--- src/rtl/outhold_pkg.sv ---
package outhold_pkg;
  typedef enum logic {
    MODE_MANUAL = 1'b0,
    MODE_AUTO   = 1'b1
  } rearm_mode_e;
endpackage

--- src/rtl/oh_lock_sync.sv ---
module oh_lock_sync #(
  parameter int STAGES = 2
) (
  input  logic clk,
  input  logic rst_n,
  input  logic lock_in,
  output logic lock_s,
  output logic lock_fall
);
  logic [STAGES-1:0] sync_q;
  logic              lock_d;

  always_ff @(posedge clk or negedge rst_n) begin
    if (!rst_n) begin
      sync_q <= '0;
      lock_d <= 1'b0;
    end else begin
      sync_q <= {sync_q[STAGES-2:0], lock_in};
      lock_d <= sync_q[STAGES-1];
    end
  end

  assign lock_s    = sync_q[STAGES-1];
  assign lock_fall = lock_d & ~lock_s;
endmodule

--- src/rtl/oh_hold_fsm.sv ---
module oh_hold_fsm
  import outhold_pkg::*;
(
  input  logic        clk,
  input  logic        rst_n,
  input  logic        pwr_on,
  input  logic        strap_hold,
  input  logic        lock_s,
  input  logic        lock_fall,
  input  logic        wr_en,
  input  logic        wr_release,
  input  logic        wr_set,
  input  logic        wr_auto,
  output logic        pwr_q,
  output logic        strap_q,
  output logic        held_q,
  output rearm_mode_e mode_q
);
  logic set_ok, rel_ok;

  assign set_ok = wr_en & wr_set & lock_s;
  assign rel_ok = wr_en & wr_release & lock_s;

  always_ff @(posedge clk or negedge rst_n) begin
    if (!rst_n) begin
      pwr_q   <= 1'b0;
      strap_q <= 1'b0;
      held_q  <= 1'b1;
      mode_q  <= MODE_AUTO;
    end else begin
      pwr_q <= pwr_on;
      if (pwr_on && !pwr_q) strap_q <= strap_hold;
      if (wr_en) mode_q <= wr_auto ? MODE_AUTO : MODE_MANUAL;
      if (!pwr_q)                              held_q <= 1'b1;
      else if (set_ok)                         held_q <= 1'b1;
      else if (mode_q == MODE_AUTO && lock_fall) held_q <= 1'b1;
      else if (rel_ok)                         held_q <= 1'b0;
    end
  end
endmodule

--- src/rtl/oh_out_gate.sv ---
module oh_out_gate #(
  parameter int DATA_W = 24,
  parameter int CTL_W  = 3
) (
  input  logic              clk,
  input  logic              rst_n,
  input  logic              force_low,
  input  logic [DATA_W-1:0] in_data,
  input  logic [CTL_W-1:0]  in_ctl,
  input  logic              in_valid,
  input  logic              out_ready,
  output logic              in_ready,
  output logic [DATA_W-1:0] out_data,
  output logic [CTL_W-1:0]  out_ctl,
  output logic              out_valid,
  output logic              out_clk
);
  logic ck_en_q;

  // enable moves only on the falling edge, so the gated clock never runts
  always_ff @(negedge clk or negedge rst_n) begin
    if (!rst_n) ck_en_q <= 1'b0;
    else        ck_en_q <= ~force_low;
  end

  assign out_clk   = clk & ck_en_q;
  assign out_data  = force_low ? '0 : in_data;
  assign out_ctl   = force_low ? '0 : in_ctl;
  assign out_valid = in_valid & ~force_low;
  assign in_ready  = out_ready | force_low;
endmodule

--- src/rtl/outhold_ctrl.sv ---
module outhold_ctrl
  import outhold_pkg::*;
#(
  parameter int DATA_W      = 24,
  parameter int CTL_W       = 3,
  parameter int SYNC_STAGES = 2
) (
  input  logic              clk,
  input  logic              rst_n,
  input  logic              pwr_on,
  input  logic              strap_hold,
  input  logic              lock_in,
  input  logic              wr_en,
  input  logic              wr_release,
  input  logic              wr_set,
  input  logic              wr_auto,
  input  logic              alt_req,
  input  logic [DATA_W-1:0] in_data,
  input  logic [CTL_W-1:0]  in_ctl,
  input  logic              in_valid,
  output logic              in_ready,
  output logic [DATA_W-1:0] out_data,
  output logic [CTL_W-1:0]  out_ctl,
  output logic              out_valid,
  input  logic              out_ready,
  output logic              out_clk,
  output logic              out_oe,
  output logic              alt_out,
  output logic              stat_held,
  output logic              stat_mode,
  output logic              stat_strap
);
  logic        lock_s, lock_fall;
  logic        pwr_q, strap_q, held_q, force_low;
  rearm_mode_e mode_q;

  oh_lock_sync #(.STAGES(SYNC_STAGES)) u_sync (
    .clk(clk), .rst_n(rst_n), .lock_in(lock_in),
    .lock_s(lock_s), .lock_fall(lock_fall)
  );

  oh_hold_fsm u_fsm (
    .clk(clk), .rst_n(rst_n), .pwr_on(pwr_on), .strap_hold(strap_hold),
    .lock_s(lock_s), .lock_fall(lock_fall), .wr_en(wr_en),
    .wr_release(wr_release), .wr_set(wr_set), .wr_auto(wr_auto),
    .pwr_q(pwr_q), .strap_q(strap_q), .held_q(held_q), .mode_q(mode_q)
  );

  assign force_low = ~pwr_q | (strap_q & (held_q | ~lock_s));

  oh_out_gate #(.DATA_W(DATA_W), .CTL_W(CTL_W)) u_gate (
    .clk(clk), .rst_n(rst_n), .force_low(force_low),
    .in_data(in_data), .in_ctl(in_ctl), .in_valid(in_valid),
    .out_ready(out_ready), .in_ready(in_ready), .out_data(out_data),
    .out_ctl(out_ctl), .out_valid(out_valid), .out_clk(out_clk)
  );

  assign out_oe     = pwr_q;
  assign alt_out    = alt_req & pwr_q & ~strap_q;
  assign stat_held  = force_low;
  assign stat_mode  = (mode_q == MODE_AUTO);
  assign stat_strap = strap_q;
endmodule

--- config.mk ---
export PLATFORM = sky130hd
export DESIGN_NAME = outhold_ctrl
export DESIGN_NICKNAME = d
export VERILOG_FILES = /design/src/rtl/outhold_pkg.sv /design/src/rtl/oh_lock_sync.sv /design/src/rtl/oh_hold_fsm.sv /design/src/rtl/oh_out_gate.sv /design/src/rtl/outhold_ctrl.sv
export SDC_FILE = /design/constraint.sdc
export NUM_CORES = 1
export LEC_CHECK = 0
export CAP_MARGIN = 20
export CORE_MARGIN = 2
export CORE_UTILIZATION = 25
export CTS_CLUSTER_DIAMETER = 150
export CTS_CLUSTER_SIZE = 28
export DETAILED_ROUTE_END_ITERATION = 6
export HOLD_SLACK_MARGIN = 0.1
export PLACE_DENSITY = 0.85
export SKIP_LAST_GASP = 1
export SYNTH_ARGS = -nofsm -noshare
export SYNTH_HDL_FRONTEND = slang
export SYNTH_HIERARCHICAL = 1
export SYNTH_SLANG_ARGS = --single-unit
export TNS_END_PERCENT = 100
--- constraint.sdc ---
create_clock -name clk -period 2.63 [get_ports clk]
set_input_delay 0.3945 -clock clk [delete_from_list [all_inputs] [get_ports clk]]
set_output_delay 0.3945 -clock clk [all_outputs]
set_load 0.02 [all_outputs]
==> flow_summary.toml, run 1 <==
[status]
outcome = "finished, violations left"
violations = "setup timing"

[timing]
finalClockSkew_ps = 23.5
slew_viol_final = 0
setup-violations-final = 2
fin_ws_ps = -164
grt_setup_unrepaired = "true"
slew_headroom_pct = 82.2
hold_viol_final = 0
worst_hold_slack_ps = 353
setup-tns-final_ps = -164
tightestPinTransition_ps = 267

[logic_synthesis]
synth_mux_area_share_pct = 4.44
synth_top_family_by_area = "simple AND/OR/NAND/NOR gates"
yosys.area_share.xor_xnor_pct = 0
postSynthCellCount = 55
yosys_warnings = 6
synthSimpleGateAreaFrac_pct = 46.4
synth_flop_cell = "dfrtp_1"
synth_fa_ha_area_share_pct = 0
synth-edff-count = 0
syn_avg_cell_area_um2 = 9.21
synth-compound-area-share_pct = 2.72
ys_async_sr_fraction_pct = 100
netlist_area_um2 = 507
synth_seq_cells = 8
yosysTopAreaCell = "nor2b_1"
synth_nets = 94
synth.area.top_cells = "nor2b_1, dfrtp_1, dfstp_2, dfrtn_1, nor2b_4"
synthDistinctLibCells = 17
seq_area_frac_synth_pct = 40.0
synth_top_area_share_pct = 37.0

[power_and_ir_drop]
p_leak_nw = 0.527
seqPwrFrac_pct = 24.9
share_comb_of_total_power_pct = 40.8
swShare_pct = 31.0
p_int_w = 0.000392
powerDensity_nw_per_um2 = 428
pwr-share-clk_pct = 34.3
p_switching_w = 0.000176
ir_drop_mv = 0.367

[clock_network]
cts_setup_buffers = 0
clk-insertion-delay-late_ps = 390
cts_hold_buf = 0
cts_tree = "done"
path_clk_slew_ps = 50

[critical_path]
r2r_cells = 3
end_kind = "output port"
critical_path_arrival_ps = 2400
crit_slowest_cell = "dfrtn_1"
required_ps = 2240
worstPathCellList = "and2_4 -> buf_6"
crit_family = "flip-flops"
cp_num_buf_inv = 1
path_max_fanout = 1
startpoint_type = "flip-flop"
critPathKind = "flip-flop to output port"
critPathMaxStageDelay_ps = 430
worstReg2RegStart = "u_sync/sync_q[1]"
r2r-end = "u_gate/ck_en_q"
r2r_slack_ps = 340

[worst_hold_path]
min_path_cells = 0
min_from = "u_sync/sync_q[0]"
hold_path_class = "flip-flop to flip-flop"
min_to = "u_sync/sync_q[1]"

[floorplanning]
dieArea_um2 = 2400
die_w_um = 49.0
initial_utilization_pct = 26.1
row_count = 16
die_h_um = 49.0
floorplan.io_pins = 74
coreArea_um2 = 1940

[final_layout]
drive_gt1_share_pct = 11.2
final_nets = 174
multiInputGateArea_um2 = 278
design_area_um2 = 1330
regArea_um2 = 203
fill_cells = 168
n_antenna_cell = 0
final_util_pct = 68.4
areaGrowthSynthToFinish_pct = 162

[grt]
grt_remaining_overflow = 0
grtUsageTotal_pct = 20.6
grt_pass1_wl_um = 3590
antenna_found_initial = 0
grt_pass1_vias = 704
grt_max_degree = 31

[routing]
drt-total-wl_um = 2220
wl_per_cell_um = 13.8
drt_iter0_drc = 1
routed_via_density = 3.99
drtAntennaViolNets = 0
dr.pass1.iters = 3
drc = 0
vias = 642

[flow_run]
drv_cap = 0

[placement]
place_congestion = 0.661
dp_hpwl_um = 1820
dp_slack_ps = -143
port_buffers = 73
place_area_um2 = 1270
[kinds of logic after synthesis]
logic type	count (synthesis)
AO/OA/AOI/OAI	2
AND/OR/NAND/NOR	37
flip-flops	8
multiplexers	2
buffers and inverters	6
[power by group through the flow]
stage	logic [W]	clock network, W	registers, W
global placement	0.000225	0.0000198	0.000142
global route	0.000245	0.000217	0.000143
detailed placement	0.000230	0.0000198	0.000143
floorplan	0.0000889	0.0000105	0.000147
CTS	0.000231	0.000202	0.000141
finish	0.000232	0.000195	0.000142
[cells in the mapped netlist (2+ instances only)]
cell     number
inv_1         3
dfstp_2       2
buf_2         2
dfrtp_1       5
nor2b_1      30
and3_1        2
[worst max path at each step]
stage / to / startpoint / cells past startpoint / slack, ps
6_report: out_clk / u_gate/ck_en_q / 2 / -160
5_1_grt: out_clk / u_gate/ck_en_q / 2 / -200
4_1_cts: out_clk / u_gate/ck_en_q / 2 / -130
3_5_place_dp: out_clk / u_gate/ck_en_q / 2 / -140
3_3_place_gp: out_clk / u_gate/ck_en_q / 2 / -120
2_1_floorplan: u_gate/ck_en_q / u_sync/sync_q[1] / 4 / 110
[layout make-up]
| type | instances | share of cell area, % |
|---|---|---|
| Clock buffer | 8 | 4.52 |
| Inverter | 3 | 0.847 |
| Multi-Input combinational cell | 41 | 20.9 |
| Sequential cell | 8 | 15.3 |
| Tap cell | 27 | 2.54 |
| Timing Repair Buffer | 74 | 55.9 |
[flip-flops by register name, indices dropped and copies added (netlist names)]
| name | cells |
|---|---|
| u_fsm/held_q | 1 |
| u_fsm/mode_q | 1 |
| u_fsm/pwr_q | 1 |
| u_fsm/strap_q | 1 |
| u_gate/ck_en_q | 1 |
| u_sync/lock_d | 1 |
| u_sync/sync_q | 2 |
[per-stage QoR]
step / cells / total power (W)
final: 161 / 0.000568
after detailed placement: 154 / 0.000393
after global routing: 161 / 0.000606
after global placement: 154 / 0.000387
after floorplan: 55 / 0.000247
after CTS: 161 / 0.000574
[per-layer routing]
metal	track usage, %	share of wire [%]
met5	0	0
met3	7.36	7.4
met4	12.9	0.90
met2	39.5	60
met1	17.9	32
[cells in the final DEF (no fill, tap or decap), drive strengths merged]
master | netlist | routed
dfrtp | 5 | 5
o21ai | 1 | 1
inv | 3 | 3
nand2 | 1 | 1
nor2b | 31 | 31
dfrtn | 1 | 1
and2 | 1 | 1
dfstp | 2 | 2
or2 | 1 | 1
buf | 3 | 3
nand3 | 1 | 1
clkbuf | 0 | 7
o2111ai | 1 | 1
and3 | 2 | 2
clkdlybuf4s50 | 0 | 72
mux2 | 2 | 2
[what timing repair did]
item                       in CTS  in global routing
pin swaps                       0                  0
resized for setup               7                  2
setup endpoints to repair       2                  4
(Power assumes the default switching activity.)
==> inputs of run 2 (changes only) <==
HOLD_SLACK_MARGIN = 0.03   (was 0.1)
clock period = 3.42 ns   (was 2.63 ns; I/O delays follow)
==> flow_summary.toml, run 2 (same netlist as run 1, synthesis figures left out) <==
[floorplanning]
initial_utilization_pct = 26.1
dieArea_um2 = 2400
die_h_um = 49.0
die_w_um = 49.0
coreArea_um2 = 1940
floorplan.io_pins = 74
row_count = 16

[critical_path]
startpoint = "u_gate/ck_en_q"
worstReg2RegStart = "u_sync/sync_q[1]"
startpoint_type = "flip-flop"
critPathKind = "flip-flop to output port"
path_max_fanout = 1
end_kind = "output port"
critical_path_arrival_ps = 2740
required_ps = 2910

[routing]
wl_per_cell_um = 12.3
vias = 666
drtAntennaViolNets = 0
routed_via_density = 4.16
dr.pass1.iters = 4
drt-total-wl_um = 1960
drc = 0
drt_iter0_drc = 8

[power_and_ir_drop]
p_switching_w = 0.000129
p_leak_nw = 0.516
ir_drop_mv = 0.219
total_power_w = 0.000420
swShare_pct = 30.6
p_int_w = 0.000291
powerDensity_nw_per_um2 = 322
pwr-share-clk_pct = 32.7
seqPwrFrac_pct = 25.8
share_comb_of_total_power_pct = 41.5

[final_layout]
final_common_cell = "clkdlybuf4s50_1"
regArea_um2 = 203
n_antenna_cell = 0
fill_cells = 163
largest-register = "u_sync/sync_q"
layout_common_cells = "clkdlybuf4s50_1, nor2b_1, clkbuf_4"
final_nets = 173
largest_reg_flops = 2
drive_gt1_share_pct = 9.77
areaGrowthSynthToFinish_pct = 158
multiInputGateArea_um2 = 275

[worst_hold_path]
hold_path_class = "flip-flop to flip-flop"
min_from = "u_sync/sync_q[0]"

[placement]
place_congestion = 0.683
dp_hpwl_um = 1630
port_buffers = 73

[status]
outcome = "complete, no violations"

[grt]
grt_remaining_overflow = 0
grt_max_degree = 31
antenna_found_initial = 0
grtUsageTotal_pct = 18.1
grt_pass1_wl_um = 3200
grt_pass1_vias = 649

[timing]
slew_headroom_pct = 75.5
setup-violations-final = 0
finalClockSkew_ps = 21.2
setup-tns-final_ps = 0
slew_viol_final = 0
grt_setup_unrepaired = "false"
tightestPinTransition_ps = 366
hold_viol_final = 0

[flow_run]
drv_cap = 0

[clock_network]
cts_tree = "done"
path_clk_slew_ps = 60
cts_hold_buf = 0
clk-insertion-delay-late_ps = 370
-- run 2: worst paths after layout --
kind                                    end  slack [ps]  depth (start not counted)
min in group asynchronous  u_sync/sync_q[0]         440                          1
min                        u_sync/sync_q[1]         350                          0
max in group asynchronous    u_gate/ck_en_q        1110                          1
max reg2reg                  u_gate/ck_en_q         820                          3
max                                 out_clk         160                          2
min reg2reg                u_sync/sync_q[1]         350                          0
-- run 2: power by group through the flow --
stage	Clock (W)	Sequential [W]	Combinational (W)
6_report	0.000137	0.000108	0.000174
4_1_cts	0.000144	0.000108	0.000176
2_1_floorplan	0.00000811	0.000113	0.0000676
5_1_grt	0.000152	0.000109	0.000185
3_5_place_dp	0.0000152	0.000110	0.000175
3_3_place_gp	0.0000153	0.000109	0.000172
-- run 2: final cells by class --
type	count	area share, %
Sequential cell	8	15.5
Multi-Input combinational cell	41	21.1
Inverter	3	0.863
Clock buffer	8	4.12
Tap cell	27	2.59
Timing Repair Buffer	73	55.8
-- run 2: critical path, stage by stage, from the launching register on --
cell      delay (ps)
dfrtn_1          380
and2_1           120
clkbuf_2         160
-- run 2: stage by stage --
stage / setup slack [ps] / area (um^2) / hold WS [ps] / utilization (%) / std cells
final: 165 / 1310 / 352 / 67.2 / 160
after global routing: 118 / 1310 / 367 / 67.2 / 160
after detailed placement: 145 / 1260 / 337 / 64.9 / 153
after global placement: 154 / 1260 / 336 / 64.9 / 153
after floorplan: 340 / 507 / 217 / - / 55
after CTS: 8.05 / 1310 / 359 / 67.5 / 160
-- run 2: routing by layer --
layer	global-route usage, %	up-vias	wire length, um
li1	-	325	-
met1	17.2	288	703
met2	31.7	49	1050
met3	8.28	4	190
met4	10.5	0	23
met5	0	-	0
-- run 2: timing repair --
action	CTS	global route
resized for setup	2	1
setup endpoints to repair	2	2
setup buffers	0	0
endpoints found under the hold margin	0	0
